$ cat config.mk
export PLATFORM = sky130hd
export DESIGN_NAME = exc_entry
export DESIGN_NICKNAME = d
export VERILOG_FILES = /design/src/rtl/exc_entry_pkg.sv /design/src/rtl/exc_entry_arb.sv /design/src/rtl/exc_entry_reloc.sv /design/src/rtl/exc_entry.sv
export SDC_FILE = /design/constraint.sdc
export NUM_CORES = 1
export LEC_CHECK = 0
export ABC_AREA = 1
export BUFFER_PORTS_ARGS = -buffer_cell sky130_fd_sc_hd__buf_2
export CAP_MARGIN = 10
export CORE_MARGIN = 4
export CORE_UTILIZATION = 25
export DETAILED_ROUTE_END_ITERATION = 10
export GPL_TIMING_DRIVEN = 0
export PLACE_DENSITY = 0.45
export SYNTH_ARGS = -nofsm -noshare
export SYNTH_HDL_FRONTEND = slang
export SYNTH_SLANG_ARGS = --single-unit
$ cat constraint.sdc
create_clock -name clk_i -period 5.6 [get_ports clk_i]
set_input_delay 1.68 -clock clk_i [delete_from_list [all_inputs] [get_ports clk_i]]
set_output_delay 1.68 -clock clk_i [all_outputs]
set_load 0.03 [all_outputs]
$ cat src/rtl/exc_entry_pkg.sv
package exc_entry_pkg;
  localparam int PS_W        = 8;
  localparam int LVL_W       = 4;
  localparam int PS_EXCM_BIT = 4;
  localparam int PS_UM_BIT   = 5;

  typedef enum logic [2:0] {
    ENT_NONE,
    ENT_NMI,
    ENT_DBG,
    ENT_HIGH,
    ENT_GEN
  } ent_kind_e;
endpackage

$ cat src/rtl/exc_entry_arb.sv
module exc_entry_arb
  import exc_entry_pkg::*;
#(
  parameter int NLEVEL      = 6,
  parameter int DEBUG_LEVEL = 6,
  parameter int NMI_LEVEL   = 7
) (
  input  logic [LVL_W-1:0] cint_i,
  input  logic             nmi_req_i,
  input  logic             dbg_req_i,
  input  logic             irq_req_i,
  input  logic [LVL_W-1:0] irq_level_i,
  input  logic             exc_req_i,
  output ent_kind_e        kind_o,
  output logic [LVL_W-1:0] level_o,
  output logic             gen_irq_o
);
  logic dbg_ok, irq_ok;

  assign dbg_ok = dbg_req_i && (cint_i < LVL_W'(DEBUG_LEVEL));
  assign irq_ok = irq_req_i && (irq_level_i > cint_i) &&
                  (irq_level_i <= LVL_W'(NLEVEL));

  always_comb begin
    kind_o    = ENT_NONE;
    level_o   = '0;
    gen_irq_o = 1'b0;
    if (nmi_req_i) begin
      kind_o  = ENT_NMI;
      level_o = LVL_W'(NMI_LEVEL);
    end else if (dbg_ok) begin
      kind_o  = ENT_DBG;
      level_o = LVL_W'(DEBUG_LEVEL);
    end else if (irq_ok) begin
      if (irq_level_i == LVL_W'(1)) begin
        kind_o    = ENT_GEN;
        level_o   = LVL_W'(1);
        gen_irq_o = 1'b1;
      end else begin
        kind_o  = ENT_HIGH;
        level_o = irq_level_i;
      end
    end else if (exc_req_i) begin
      kind_o  = ENT_GEN;
      level_o = LVL_W'(1);
    end
  end
endmodule

$ cat src/rtl/exc_entry_reloc.sv
module exc_entry_reloc #(
  parameter bit          RELOC_EN        = 1'b1,
  parameter logic [31:0] DEFAULT_VECBASE = 32'h4000_0000
) (
  input  logic [31:0] off_i,
  input  logic [31:0] vecbase_i,
  output logic [31:0] target_o
);
  // configured vector = default base + offset; relocated = that - default + run-time base
  if (RELOC_EN) begin : g_reloc
    assign target_o = vecbase_i + off_i;
  end else begin : g_fixed
    logic unused_base;
    assign unused_base = ^vecbase_i;
    assign target_o    = DEFAULT_VECBASE + off_i;
  end
endmodule

$ cat src/rtl/exc_entry.sv
module exc_entry
  import exc_entry_pkg::*;
#(
  parameter int          NLEVEL          = 6,
  parameter int          DEBUG_LEVEL     = 6,
  parameter int          NMI_LEVEL       = 7,
  parameter int          EXCM_LEVEL      = 3,
  parameter int          CAUSE_W         = 6,
  parameter int          L1_IRQ_CAUSE    = 4,
  parameter bit          HAS_DEPC        = 1'b1,
  parameter bit          RELOC_EN        = 1'b1,
  parameter logic [31:0] DEFAULT_VECBASE = 32'h4000_0000,
  parameter logic [31:0] KRN_VEC_OFF     = 32'h300,
  parameter logic [31:0] USR_VEC_OFF     = 32'h340,
  parameter logic [31:0] DBL_VEC_OFF     = 32'h3C0,
  parameter logic [31:0] DBG_VEC_OFF     = 32'h020,
  parameter logic [31:0] INT_VEC_OFF     = 32'h180,
  parameter int          INT_VEC_SHIFT   = 6
) (
  input  logic               clk_i,
  input  logic               rst_ni,
  input  logic [31:0]        pc_i,
  input  logic               exc_req_i,
  input  logic [CAUSE_W-1:0] exc_cause_i,
  input  logic               exc_vaddr_vld_i,
  input  logic [31:0]        exc_vaddr_i,
  input  logic               dbg_req_i,
  input  logic [CAUSE_W-1:0] dbg_cause_i,
  input  logic               irq_req_i,
  input  logic [LVL_W-1:0]   irq_level_i,
  input  logic               nmi_req_i,
  input  logic               ps_we_i,
  input  logic [PS_W-1:0]    ps_wdata_i,
  input  logic               vecbase_we_i,
  input  logic [31:0]        vecbase_wdata_i,
  input  logic [LVL_W-1:0]   lvl_sel_i,
  output logic               redirect_valid_o,
  output logic [31:0]        redirect_pc_o,
  output logic [PS_W-1:0]    ps_o,
  output logic [CAUSE_W-1:0] cause_o,
  output logic [CAUSE_W-1:0] dbg_cause_o,
  output logic [31:0]        fault_addr_o,
  output logic [31:0]        depc_o,
  output logic [31:0]        epc_sel_o,
  output logic [PS_W-1:0]    eps_sel_o
);
  localparam int NEPC = NMI_LEVEL;
  localparam int NEPS = NMI_LEVEL - 1;

  logic [PS_W-1:0]    ps_q, ps_nxt;
  logic [CAUSE_W-1:0] cause_q, dbg_cause_q;
  logic [31:0]        fault_q, vecbase_q, depc_q, redir_pc_q;
  logic               redir_vld_q;
  logic [31:0]        epc_q [NEPC];
  logic [PS_W-1:0]    eps_q [NEPS];

  logic [LVL_W-1:0]   il, cint, ent_level;
  logic               excm, um, gen_irq, take, dbl;
  ent_kind_e          ent_kind;
  logic [31:0]        vec_off, vec_tgt;

  assign il   = ps_q[LVL_W-1:0];
  assign excm = ps_q[PS_EXCM_BIT];
  assign um   = ps_q[PS_UM_BIT];
  assign cint = (excm && il < LVL_W'(EXCM_LEVEL)) ? LVL_W'(EXCM_LEVEL) : il;

  exc_entry_arb #(
    .NLEVEL     (NLEVEL),
    .DEBUG_LEVEL(DEBUG_LEVEL),
    .NMI_LEVEL  (NMI_LEVEL)
  ) u_arb (
    .cint_i     (cint),
    .nmi_req_i  (nmi_req_i),
    .dbg_req_i  (dbg_req_i),
    .irq_req_i  (irq_req_i),
    .irq_level_i(irq_level_i),
    .exc_req_i  (exc_req_i),
    .kind_o     (ent_kind),
    .level_o    (ent_level),
    .gen_irq_o  (gen_irq)
  );

  assign take = (ent_kind != ENT_NONE);
  assign dbl  = (ent_kind == ENT_GEN) && excm;

  always_comb begin
    unique case (ent_kind)
      ENT_GEN:  vec_off = dbl ? DBL_VEC_OFF : (um ? USR_VEC_OFF : KRN_VEC_OFF);
      ENT_DBG:  vec_off = DBG_VEC_OFF;
      ENT_NMI,
      ENT_HIGH: vec_off = INT_VEC_OFF +
                          ({{(32-LVL_W){1'b0}}, ent_level - LVL_W'(2)} << INT_VEC_SHIFT);
      default:  vec_off = '0;
    endcase
  end

  exc_entry_reloc #(
    .RELOC_EN       (RELOC_EN),
    .DEFAULT_VECBASE(DEFAULT_VECBASE)
  ) u_reloc (
    .off_i    (vec_off),
    .vecbase_i(vecbase_q),
    .target_o (vec_tgt)
  );

  always_comb begin
    ps_nxt = ps_q;
    ps_nxt[PS_EXCM_BIT] = 1'b1;
    if (ent_kind != ENT_GEN) ps_nxt[LVL_W-1:0] = ent_level;
  end

  always_ff @(posedge clk_i or negedge rst_ni) begin
    if (!rst_ni) begin
      ps_q        <= '0;
      cause_q     <= '0;
      dbg_cause_q <= '0;
      fault_q     <= '0;
      vecbase_q   <= DEFAULT_VECBASE;
      redir_vld_q <= 1'b0;
      redir_pc_q  <= '0;
      for (int l = 0; l < NEPC; l++) epc_q[l] <= '0;
      for (int l = 0; l < NEPS; l++) eps_q[l] <= '0;
    end else begin
      redir_vld_q <= take;
      if (take) redir_pc_q <= vec_tgt;
      if (vecbase_we_i) vecbase_q <= vecbase_wdata_i;
      if (take)         ps_q <= ps_nxt;
      else if (ps_we_i) ps_q <= ps_wdata_i;
      if (ent_kind == ENT_GEN)
        cause_q <= gen_irq ? CAUSE_W'(L1_IRQ_CAUSE) : exc_cause_i;
      if (ent_kind == ENT_DBG) dbg_cause_q <= dbg_cause_i;
      if (ent_kind == ENT_GEN && !gen_irq && exc_vaddr_vld_i) fault_q <= exc_vaddr_i;
      // level-1 saved PC: ordinary faults, or double faults without a dedicated register
      if (ent_kind == ENT_GEN && (!dbl || !HAS_DEPC)) epc_q[0] <= pc_i;
      for (int l = 2; l <= NMI_LEVEL; l++) begin
        if ((ent_kind == ENT_NMI || ent_kind == ENT_DBG || ent_kind == ENT_HIGH) &&
            ent_level == LVL_W'(l)) begin
          epc_q[l-1] <= pc_i;
          eps_q[l-2] <= ps_q;
        end
      end
    end
  end

  if (HAS_DEPC) begin : g_depc
    always_ff @(posedge clk_i or negedge rst_ni) begin
      if (!rst_ni)  depc_q <= '0;
      else if (dbl) depc_q <= pc_i;
    end
  end else begin : g_no_depc
    assign depc_q = '0;
  end

  always_comb begin
    epc_sel_o = '0;
    eps_sel_o = '0;
    for (int l = 1; l <= NMI_LEVEL; l++)
      if (lvl_sel_i == LVL_W'(l)) epc_sel_o = epc_q[l-1];
    for (int l = 2; l <= NMI_LEVEL; l++)
      if (lvl_sel_i == LVL_W'(l)) eps_sel_o = eps_q[l-2];
  end

  assign redirect_valid_o = redir_vld_q;
  assign redirect_pc_o    = redir_pc_q;
  assign ps_o             = ps_q;
  assign cause_o          = cause_q;
  assign dbg_cause_o      = dbg_cause_q;
  assign fault_addr_o     = fault_q;
  assign depc_o           = depc_q;

  // every taken entry leaves exception mode set
  a_r1_excm_on_entry: assert property (@(posedge clk_i) disable iff (!rst_ni)
    redirect_valid_o |-> ps_o[PS_EXCM_BIT]);

  // a double fault records the PC in the double-fault register, not in level 1
  a_r2_double_keeps_epc1: assert property (@(posedge clk_i) disable iff (!rst_ni)
    (HAS_DEPC && exc_req_i && !nmi_req_i && !dbg_req_i && !irq_req_i && ps_o[PS_EXCM_BIT])
    |=> (depc_o == $past(pc_i)) && $stable(epc_q[0]));

  // the fault address only moves on an exception carrying an address
  a_r3_vaddr_hold: assert property (@(posedge clk_i) disable iff (!rst_ni)
    (!exc_req_i || !exc_vaddr_vld_i) |=> $stable(fault_addr_o));

  // a debug request alone at or above the debug level causes no redirect
  a_r5_dbg_blocked: assert property (@(posedge clk_i) disable iff (!rst_ni)
    (dbg_req_i && !nmi_req_i && !irq_req_i && !exc_req_i &&
     ps_o[LVL_W-1:0] >= LVL_W'(DEBUG_LEVEL)) |=> !redirect_valid_o);

  // NMI always redirects and lands at its level
  a_r8_nmi_taken: assert property (@(posedge clk_i) disable iff (!rst_ni)
    nmi_req_i |=> redirect_valid_o && (ps_o[LVL_W-1:0] == LVL_W'(NMI_LEVEL)));

  // no request, no redirect
  a_r12_no_spurious: assert property (@(posedge clk_i) disable iff (!rst_ni)
    (!nmi_req_i && !dbg_req_i && !irq_req_i && !exc_req_i) |=> !redirect_valid_o);
endmodule

==> results.yml <==
critical_path:
  timing.critical_path.from_type: "input pin"
  setup.worst_path.class: "input pin to primary output"
  cp_data_required_time_ps: 3920
  timing.critical_path.arrival_ps: 3850
  path_max_fanout: 10
  timing.critical_path.to_type: "primary output"
pwr:
  vdd.ir_drop.worst_uv: 216
  netSwitchingPower_w: 0.00373
  swShare: 0.350
  power.share.sequential: 0.420
  powerDensity_mw_per_mm2: 437
  power.share.combinational: 0.242
  leakage_nw: 12.4
  internal_power_w: 0.00694
  power.clock.fraction: 0.338
synth:
  yosys.cell_types.count: 40
  synth_area_per_cell_sq_um: 8.22
  ys_seq_area_frac: 0.531
  async_reset_ff_frac: 1.00
  ys.warnings.count: 0
  synth_enable_flop_cells: 0
  mappedNetlistArea_sq_mm: 0.0198
  synthCells: 2413
  postSynthRegisterBits: 421
  synth-main-ff-cell: "sky130_fd_sc_hd__dfrtp_1"
detailed_routing:
  vias_per_cell: 4.90
  postRouteAntennaNets: 0
  post_drt_wl_per_cell_microns: 21.8
  drt_iter0_drc: 1732
  detailed_route_via_count: 18728
  pre_repair_dr_iteration_count: 6
  routed_wl_mm: 83.4
  route.detailed.drc: 0
final_layout:
  nets: 2874
  fillerInstances: 8505
  layout.cells.most_common: "sky130_fd_sc_hd__nand2_1"
  syn_to_final_growth_pct: 23.1
  final_layout_size_suffix_gt1_frac: 0.182
  most-common-layout-cells: "970 x sky130_fd_sc_hd__nand2_1, 420 x sky130_fd_sc_hd__dfrtp_1, 326 x sky130_fd_sc_hd__buf_2, 197 x sky130_fd_sc_hd__nand3_1, 190 x sky130_fd_sc_hd__nand4_1"
  final_core_util: 0.310
floorplanning:
  die_w_microns: 290
  floorplan.initialDensity: 0.252
  die-area_sq_mm: 0.0839
  die_y_microns: 290
  num_rows: 103
  fp.coreArea_sq_mm: 0.0789
  ioPinCount: 290
outcome:
  status: "complete, no violations"
sta:
  final.min_clock_period_ps: 5530
  grt_setup_unrepaired: "no"
  timing.fmax_mhz: 181
  setup_total_negative_slack_ps: 0
  final_critical_path_setup_slack_ps: 71.2
  maxSlewViolCount: 0
  fin_crit_sh: 0.987
  tightest_slew_ps: 1030
  worst_clock_skew_ps: 18.8
  max_slew_margin: 0.316
  setup_viol_count_final: 0
  timing_hold_violations_final: 0
cts:
  holdBufCountCts: 0
  cts_buffer_count: 53
  ctsRootBufferMaster: "sky130_fd_sc_hd__clkbuf_16"
  tritoncts_clock_tree: "yes"
  post_cts_setup_buffers: 0
  cts.reportedPaths.clkPinSlew_ps: 60
  cts.htree.levels: 2
  clock-sinks: 421
  ctsLongestPathBuffers: 3
  clock_insertion_delay_worst_skew_ps: 620
placement:
  placement.setup.worst_slack_ps: -645
  finalWeightedCongestion: 0.871
  hpwlAfterDp_mm: 59.1
  portBuffers: 255
grt:
  grt_use_total: 0.195
  grt-ovfl-total: 0
  grt_first_pass_wirelength_mm: 123
  antenna_violations_before_repair: 6
  first_global_vias: 18555
  grt_start_max_net_pins: 115
job:
  max-cap-violations: 0
worst_hold_path:
  hold_class: "flip-flop to flip-flop"
[worst paths after layout]
path / startpoint / end / slack (ps) / cells after the start
worst min-delay path: fault_addr_o[2] / fault_addr_o[2] / 460 / 2
min in group asynchronous: rst_ni / depc_o[7] / 1010 / 1
max in group asynchronous: rst_ni / fault_addr_o[20] / 3180 / 3
worst max register to register: ps_o[0] / redirect_pc_o[23] / 480 / 26
worst min register to register: fault_addr_o[2] / fault_addr_o[2] / 460 / 2
worst max-delay path: lvl_sel_i[2] / eps_sel_o[4] / 70 / 9
[critical path: stages]
cell                       delay (ps)
sky130_fd_sc_hd__buf_2            110
sky130_fd_sc_hd__inv_1             60
sky130_fd_sc_hd__nor2_4           200
sky130_fd_sc_hd__nand2_2          210
sky130_fd_sc_hd__nor2_4           260
sky130_fd_sc_hd__clkbuf_1         670
sky130_fd_sc_hd__a221oi_1         190
sky130_fd_sc_hd__nand4_1          220
sky130_fd_sc_hd__buf_2            240
[synthesized netlist by cell type, types with 13 or more instances]
cell | instances | area share
sky130_fd_sc_hd__nor2_1 | 34 | 0.0064
sky130_fd_sc_hd__inv_1 | 99 | 0.019
sky130_fd_sc_hd__o2111ai_1 | 16 | 0.0071
sky130_fd_sc_hd__buf_2 | 72 | 0.018
sky130_fd_sc_hd__nand3_1 | 197 | 0.050
sky130_fd_sc_hd__buf_4 | 27 | 0.010
sky130_fd_sc_hd__nand4_1 | 190 | 0.060
sky130_fd_sc_hd__nand2_1 | 971 | 0.18
sky130_fd_sc_hd__ha_1 | 13 | 0.0082
sky130_fd_sc_hd__clkbuf_1 | 87 | 0.016
sky130_fd_sc_hd__o21ai_1 | 39 | 0.0098
sky130_fd_sc_hd__o22ai_1 | 13 | 0.0041
sky130_fd_sc_hd__dfrtp_1 | 420 | 0.53
sky130_fd_sc_hd__o21ai_0 | 111 | 0.028
sky130_fd_sc_hd__o211ai_1 | 13 | 0.0049
[metrics by stage]
step           cell area [sq um]  hold WS (ps)  std cells  total power, W
2_1_floorplan              19800           437       2414         0.00610
3_3_place_gp               22400           449       3719         0.00703
3_5_place_dp               22600           454       3723         0.00712
4_1_cts                    24400           468       3818          0.0108
5_1_grt                    24400           483       3817          0.0113
6_report                   24400           464       3819          0.0107
[cell families (layout without fill, tap and decap cells)]
group | after synthesis | count (layout) | share of synthesized area
adders and majority gates | 14 | 14 | 0.00921
muxes | 5 | 5 | 0.00284
other | 1 | 4 | 0.000189
xor gates and xnor gates | 10 | 10 | 0.00441
buffers and inverters | 306 | 659 | 0.0714
DFF | 421 | 421 | 0.531
AOI/OAI and AO/OA | 238 | 238 | 0.0708
and+or+nand+nor | 1418 | 1418 | 0.310
[cell type report]
cell class,instances,area (sq um),share of cell area
sequential,421,10500,0.431
timing repair buffer,259,1400,0.0572
clock buffer,78,1550,0.0635
inverter,104,390,0.0160
buffer,201,1060,0.0432
antenna,2,5.00,0.000205
tap,1050,1310,0.0538
multi-input combinational,1687,7920,0.324
clock inverter,17,265,0.0109
[what timing repair did]
action / 4_1_cts / 5_1_grt
pin swaps: 1 / 1
endpoints found under the setup margin: 40 / 25
gates resized for setup: 21 / 25
[registers in the layout (all words and copies together) (netlist names)]
name,cells
ps_o,8
eps_q,48
dbg_cause_o,6
depc_o,32
redirect_pc_o,32
cause_o,6
vecbase_q,32
redirect_valid_o,1
epc_q,224
fault_addr_o,32
[power groups by stage]
stage                     registers, W  logic [W]  clock network, W
final                          0.00448    0.00258           0.00361
after global routing           0.00459    0.00287           0.00384
after CTS                      0.00448    0.00261           0.00371
after detailed placement       0.00451    0.00260                 0
after global placement         0.00449    0.00254                 0
after floorplan                0.00479    0.00131                 0
[routing by layer]
| metal | up-vias | track usage | part of all wire |
|---|---|---|---|
| met5 | - | 0 | 0.00071 |
| met4 | 10 | 0.0529 | 0.029 |
| met3 | 138 | 0.0519 | 0.086 |
| met2 | 766 | 0.321 | 0.47 |
| met1 | 9191 | 0.254 | 0.42 |
| li1 | 8623 | - | - |
No activity file was read; power rests on OpenSTA's default activity.
